[config.mk]
export PLATFORM = sky130hd
export DESIGN_NAME = pwr_mode_ctrl
export DESIGN_NICKNAME = d
export VERILOG_FILES = /design/src/rtl/pmc_pkg.sv /design/src/rtl/pmc_wake_sync.sv /design/src/rtl/pmc_wake_timer.sv /design/src/rtl/pmc_mode_fsm.sv /design/src/rtl/pmc_clk_gate.sv /design/src/rtl/pwr_mode_ctrl.sv
export SDC_FILE = /design/constraint.sdc
export NUM_CORES = 1
export LEC_CHECK = 0
export ABC_AREA = 1
export CORE_MARGIN = 5
export CORE_UTILIZATION = 51
export CTS_CLUSTER_DIAMETER = 150
export DETAILED_ROUTE_END_ITERATION = 10
export PLACE_DENSITY_LB_ADDON = 0.2
export SETUP_SLACK_MARGIN = 0.02
export SLEW_MARGIN = 30
export SYNTH_ARGS = -nofsm -noshare
export SYNTH_HDL_FRONTEND = slang
export SYNTH_SLANG_ARGS = --single-unit
[constraint.sdc]
create_clock -name osc_clk -period 1.8 [get_ports osc_clk]
set_input_delay 0.27 -clock osc_clk [delete_from_list [all_inputs] [get_ports osc_clk]]
set_output_delay 0.27 -clock osc_clk [all_outputs]
set_load 0.01 [all_outputs]
[src/rtl/pmc_pkg.sv]
package pmc_pkg;

    typedef enum logic [1:0] {
        MODE_RUN   = 2'd0,
        MODE_IDLE  = 2'd1,
        MODE_PDOWN = 2'd2
    } mode_e;

    typedef struct packed {
        mode_e mode;
        logic  wake;
    } fsm_state_t;

    localparam int GATE_CPU = 0;
    localparam int GATE_PER = 1;
    localparam int NUM_GATES = 2;

endpackage

[src/rtl/pmc_wake_sync.sv]
module pmc_wake_sync #(
    parameter int   STAGES    = 2,
    parameter logic RESET_VAL = 1'b1
) (
    input  logic clk,
    input  logic rst_n,
    input  logic d_in,
    output logic q_out
);
    logic [STAGES-1:0] sh_d;
    logic [STAGES-1:0] sh_q;

    generate
        if (STAGES == 1) begin : g_single
            assign sh_d = d_in;
        end else begin : g_chain
            assign sh_d = {sh_q[STAGES-2:0], d_in};
        end
    endgenerate

    always_ff @(posedge clk or negedge rst_n) begin
        if (!rst_n) sh_q <= {STAGES{RESET_VAL}};
        else        sh_q <= sh_d;
    end

    assign q_out = sh_q[STAGES-1];
endmodule

[src/rtl/pmc_wake_timer.sv]
module pmc_wake_timer #(
    parameter int COUNT = 1024
) (
    input  logic clk,
    input  logic rst_n,
    input  logic arm,
    input  logic low_in,
    output logic done
);
    localparam int CW = (COUNT > 1) ? $clog2(COUNT) : 1;
    localparam logic [CW-1:0] LAST = CW'(COUNT - 1);

    logic [CW-1:0] cnt_d;
    logic [CW-1:0] cnt_q;
    logic          hit;

    always_comb begin
        hit   = arm && low_in && (cnt_q == LAST);
        cnt_d = cnt_q;
        if (!arm || !low_in) begin
            cnt_d = '0;
        end else if (hit) begin
            cnt_d = '0;
        end else begin
            cnt_d = cnt_q + CW'(1);
        end
    end

    always_ff @(posedge clk or negedge rst_n) begin
        if (!rst_n) cnt_q <= '0;
        else        cnt_q <= cnt_d;
    end

    assign done = hit;
endmodule

[src/rtl/pmc_mode_fsm.sv]
module pmc_mode_fsm
    import pmc_pkg::*;
(
    input  logic  clk,
    input  logic  rst_n,
    input  logic  wr_en,
    input  logic  wr_idle,
    input  logic  wr_pd,
    input  logic  irq_any,
    input  logic  pd_wake,
    output mode_e mode,
    output logic  wake
);
    fsm_state_t s_d;
    fsm_state_t s_q;

    always_comb begin
        s_d      = s_q;
        s_d.wake = 1'b0;
        unique case (s_q.mode)
            MODE_RUN: begin
                if (wr_en) begin
                    if (wr_pd)        s_d.mode = MODE_PDOWN;
                    else if (wr_idle) s_d.mode = MODE_IDLE;
                end
            end
            MODE_IDLE: begin
                if (irq_any) begin
                    s_d.mode = MODE_RUN;
                    s_d.wake = 1'b1;
                end
            end
            MODE_PDOWN: begin
                if (pd_wake) begin
                    s_d.mode = MODE_RUN;
                    s_d.wake = 1'b1;
                end
            end
            default: s_d.mode = MODE_RUN;
        endcase
    end

    always_ff @(posedge clk or negedge rst_n) begin
        if (!rst_n) s_q <= '{mode: MODE_RUN, wake: 1'b0};
        else        s_q <= s_d;
    end

    assign mode = s_q.mode;
    assign wake = s_q.wake;
endmodule

[src/rtl/pmc_clk_gate.sv]
module pmc_clk_gate #(
    parameter int N = 2
) (
    input  logic         clk,
    input  logic         rst_n,
    input  logic [N-1:0] en,
    output logic [N-1:0] gclk
);
    logic [N-1:0] en_d;
    logic [N-1:0] en_q;

    always_comb en_d = en;

    always_ff @(negedge clk or negedge rst_n) begin
        if (!rst_n) en_q <= '1;
        else        en_q <= en_d;
    end

    generate
        for (genvar g = 0; g < N; g++) begin : g_gate
            assign gclk[g] = clk & en_q[g];
        end
    endgenerate
endmodule

[src/rtl/pwr_mode_ctrl.sv]
module pwr_mode_ctrl
    import pmc_pkg::*;
#(
    parameter int WAKE_CYCLES = 1024,
    parameter int SYNC_STAGES = 2
) (
    input  logic osc_clk,
    input  logic rst_n,
    input  logic ctl_wr,
    input  logic ctl_idle_set,
    input  logic ctl_pd_set,
    input  logic irq_any,
    input  logic xint_n,
    input  logic xint_en,
    input  logic xint_level,
    output logic cpu_clk,
    output logic per_clk,
    output logic idle_flag,
    output logic pd_flag,
    output logic wake_evt
);
    mode_e                mode;
    logic                 pin_s;
    logic                 pin_qual;
    logic                 pd_wake;
    logic [NUM_GATES-1:0] gate_en;
    logic [NUM_GATES-1:0] gate_clk;

    pmc_wake_sync #(.STAGES(SYNC_STAGES), .RESET_VAL(1'b1)) sync_i (
        .clk   (osc_clk),
        .rst_n (rst_n),
        .d_in  (xint_n),
        .q_out (pin_s)
    );

    assign pin_qual = xint_en && xint_level && !pin_s;

    pmc_wake_timer #(.COUNT(WAKE_CYCLES)) timer_i (
        .clk    (osc_clk),
        .rst_n  (rst_n),
        .arm    (mode == MODE_PDOWN),
        .low_in (pin_qual),
        .done   (pd_wake)
    );

    pmc_mode_fsm fsm_i (
        .clk     (osc_clk),
        .rst_n   (rst_n),
        .wr_en   (ctl_wr),
        .wr_idle (ctl_idle_set),
        .wr_pd   (ctl_pd_set),
        .irq_any (irq_any),
        .pd_wake (pd_wake),
        .mode    (mode),
        .wake    (wake_evt)
    );

    always_comb begin
        gate_en           = '0;
        gate_en[GATE_CPU] = (mode == MODE_RUN);
        gate_en[GATE_PER] = (mode != MODE_PDOWN);
    end

    pmc_clk_gate #(.N(NUM_GATES)) gate_i (
        .clk   (osc_clk),
        .rst_n (rst_n),
        .en    (gate_en),
        .gclk  (gate_clk)
    );

    assign cpu_clk   = gate_clk[GATE_CPU];
    assign per_clk   = gate_clk[GATE_PER];
    assign idle_flag = (mode == MODE_IDLE);
    assign pd_flag   = (mode == MODE_PDOWN);
endmodule

# Word-level counts from Yosys, hierarchy flattened
# Cells that the tools add are included.
# word_totals
ff_bits	17
input_bits	9
out_inout_bits	5
word_cells	35
# classes
n_addsub	1
n_eq_ne	8
n_mux	9
bitwise_logic	2
n_reduce_logical	10
# ops
operator	n
two-way mux 10 bit	2
adder 10 x 1 -> 10 bit, second input constant	1
equality test 10 bit, second input constant	1
two-way mux 2 bit	3
two-way mux 3 bit	2
inequality test 2 bit, second input constant	3
case mux 2 bit (3 select lines)	1
logical AND 1 bit	4
AND reduction 4 bit	1
zero test 1 bit	3
inequality test 3 bit, second input constant	1
AND 1 bit	2
equality test 2 x 1 -> 1 bit, second input constant	1
equality test 2 bit, second input constant	1
zero test 2 bit	1
inequality test 2 x 1 -> 1 bit, second input constant	1
case mux 1 bit (2 select lines)	1
logical OR 1 bit	1

# Logic depth before layout (Yosys ltp)
# logic_depth
depth_word	6
depth_mapped	9
mapped_depth_nobuf	9

# Cells and area by module
# From an unflattened synthesis, not the netlist that was laid out.
# unflattened
hier_cells	105
hier_area_um2	869.6
# modules_own_cells
mod	n_inst	cells_each	area_per_inst_um2	seq_area_each_um2
pmc_wake_timer	1	58	494.2	250.2
pmc_mode_fsm	1	31	222.7	75.1
pmc_clk_gate	1	7	71.3	52.6
pmc_wake_sync	1	2	52.6	52.6
pwr_mode_ctrl	1	7	28.8	0.0

==> reports/metrics.cfg <==
[worst_setup_path]
crit_chain = nand2_2 > inv_2 > buf_6
crit_family = flip-flops
path_buf_inv = 2
crit_path_end_kind = primary output
crit_path_max_fanout = 1
critPathMaxStageDelay_ps = 510
cp_data_arrival_time_ps = 2060
slowest_stage = dfstp_2
criticalPathCategory = reg2out
worst_ep_required_time_ps = 1530
start_kind = flop

[sta]
fin_skew_ps = 60.7
rsz0062_at_grt = yes
worstMarginPinSlew_ps = 216
drv_slew = 0
hold_viol = 0
setup_ws_ps = -525
setup_viol_count_final = 4
holdWs_ps = 79.7
max_slew_margin_pct = 85.5

[hold_path]
hp-class = in2async

[outcome]
status = finished with violations
violations = setup timing

[global_routing]
grt_pass1_wl_mm = 3.05
grt-ovfl-total = 0
grt_pass1_vias = 774
grt_max_degree = 15
grt_use_total_pct = 16.5
grt_antenna_before_repair = 0

[pwr]
ir_drop_uv = 913
internal_power_mw = 0.865
p_sw_mw = 0.430
power_frac_comb_pct = 21.4
pwr-share-seq_pct = 36.1
power.leakage_nw = 0.556
power_frac_clock_pct = 42.5
total_power_mw = 1.30
power_density_nw_per_um2 = 1150
swShare_pct = 33.2

[placement]
place.gp.congestion = 0.780
io_buffers = 13
hpwl_mm = 1.38

[synthesis]
syn-num-nets = 113
synth_seq_cells = 17
yosysUniqueCellTypes = 23
postSynthAreaPerCell_sq_um = 8.82
ys_seq_area_share_pct = 48.8
syn_area_sq_um = 882
synthCells = 100
ys_warn_count = 0

[die]
die_width_um = 51.6
core_sq_um = 1690
io_pins = 14
die-area_sq_um = 2660
rows = 15
start_util_pct = 52.2
die_y_um = 51.6

[clocking]
path_clk_slew_ps = 90
insertion_delay_ps = 450
tritoncts = yes

[routing]
drc = 0
drt-total-wl_mm = 1.78
ant_nets = 0
drt_first_pass_iters = 4
avgViaCountPerCell = 5.05
routedWlPerCell_um = 12.3
drtIter0Drc = 12
dr_total_vias = 727

[finish]
syn2layout_area_growth_pct = 27.9
num_antenna_cells = 0
nets = 140
drive_gt1_share_pct = 24.4

[job]
max_cap_violations = 0

## cells in the mapped netlist (all sizes together)
library cell,instances,share of area [%]
a21boi,1,0.85
a21oi,1,0.57
a31oi,1,0.71
clkinv,1,0.43
dfrtp,13,37
dfstp,4,12
ha,4,5.7
inv,18,7.7
nand2,22,10
nand3,7,4.0
nand3b,2,1.7
nand4,2,3.1
nor2,14,8.5
nor3,3,1.7
nor3b,1,0.85
o21ai,1,0.57
o22ai,1,0.71
xnor2,3,3.0
xor2,1,0.99
## path summary, 6_finish.rpt
path	startpoint	to	slack, ps	cells past startpoint
max	gate_i.en_q[0]	cpu_clk	-530	3
min	rst_n	fsm_i.wake	80	1
max reg2reg	fsm_i.mode[0]	gate_i.en_q[0]	160	2
min reg2reg	sync_i.sh_q[0]	sync_i.sh_q[1]	370	0
max in group asynchronous	rst_n	gate_i.en_q[0]	630	1
min in group osc_clk	xint_n	sync_i.sh_q[0]	270	1
## kinds of logic (layout without fill, tap and decap cells)
| logic type | Yosys count | in the layout | share of synthesized area (%) |
|---|---|---|---|
| AO/OA/AOI/OAI | 5 | 5 | 3.40 |
| buffers and inverters | 19 | 46 | 8.08 |
| adder cells (fa/ha/maj) | 4 | 4 | 5.67 |
| XOR/XNOR | 4 | 4 | 3.97 |
| AND/OR/NAND/NOR | 51 | 51 | 30.1 |
| flip-flops | 17 | 17 | 48.8 |
## per-stage QoR
step / TNS (ps) / instances / worst slack, ps / cell area (sq um) / utilization (%)
2_1_floorplan: 0 / 100 / 21.3 / 882 / -
3_3_place_gp: -908 / 133 / -460 / 1060 / 62.5
3_5_place_dp: -913 / 133 / -462 / 1060 / 62.5
4_1_cts: -1070 / 143 / -539 / 1130 / 66.7
5_1_grt: -1140 / 144 / -574 / 1130 / 66.8
6_report: -1040 / 144 / -525 / 1130 / 66.8
## final cells by class
type,instances,area (sq um)
fill,136,561
sequential,17,430
multi-input combinational,64,385
timing repair buffer,15,134
clock buffer,10,78.8
inverter,16,60.1
tap,17,21.3
clock inverter,5,18.8
## per-layer routing
metal	wire (um)	share of wire (%)	global-route usage (%)	vias to the layer above
li1	-	-	-	362
met1	700	39	15.1	348
met2	988	56	30.1	17
met3	87	4.9	7.74	0
met4	0	0	8.30	0
met5	0	0	0	-
## cell usage in the layout (no fill, tap or decap), drive strengths merged
cell / instances
dfrtp: 13
inv: 20
nand4: 2
clkdlybuf4s50: 9
o22ai: 1
o21ai: 1
clkinv: 1
ha: 4
a31oi: 1
a21boi: 1
clkbuf: 9
nor3b: 1
dlygate4sd2: 1
nand2: 22
xor2: 1
nand3b: 2
nor3: 3
dfstp: 4
nor2: 14
buf: 6
a21oi: 1
nand3: 7
xnor2: 3
## power by group through the flow
stage                     clock network, mW  logic, mW  registers (mW)
after CTS                             0.573      0.276           0.468
after floorplan                      0.0726      0.163           0.467
final                                 0.550      0.277           0.468
after global routing                  0.616      0.312           0.474
after global placement                0.149      0.269           0.470
after detailed placement              0.149      0.284           0.471
## state kept, by name, indices dropped and copies added (netlist names)
name,cells
timer_i.cnt_q,10
fsm_i.mode,2
gate_i.en_q,2
sync_i.sh_q,2
fsm_i.wake,1
## repair_timing
action                     CTS  global route
hold buffers                 0             0
hold endpoints to repair     0             0
pin swaps                    1             0
setup endpoints to repair    6             5
gates resized for setup     16             1
buffers inserted             0             1
(Power assumes the default switching activity.)
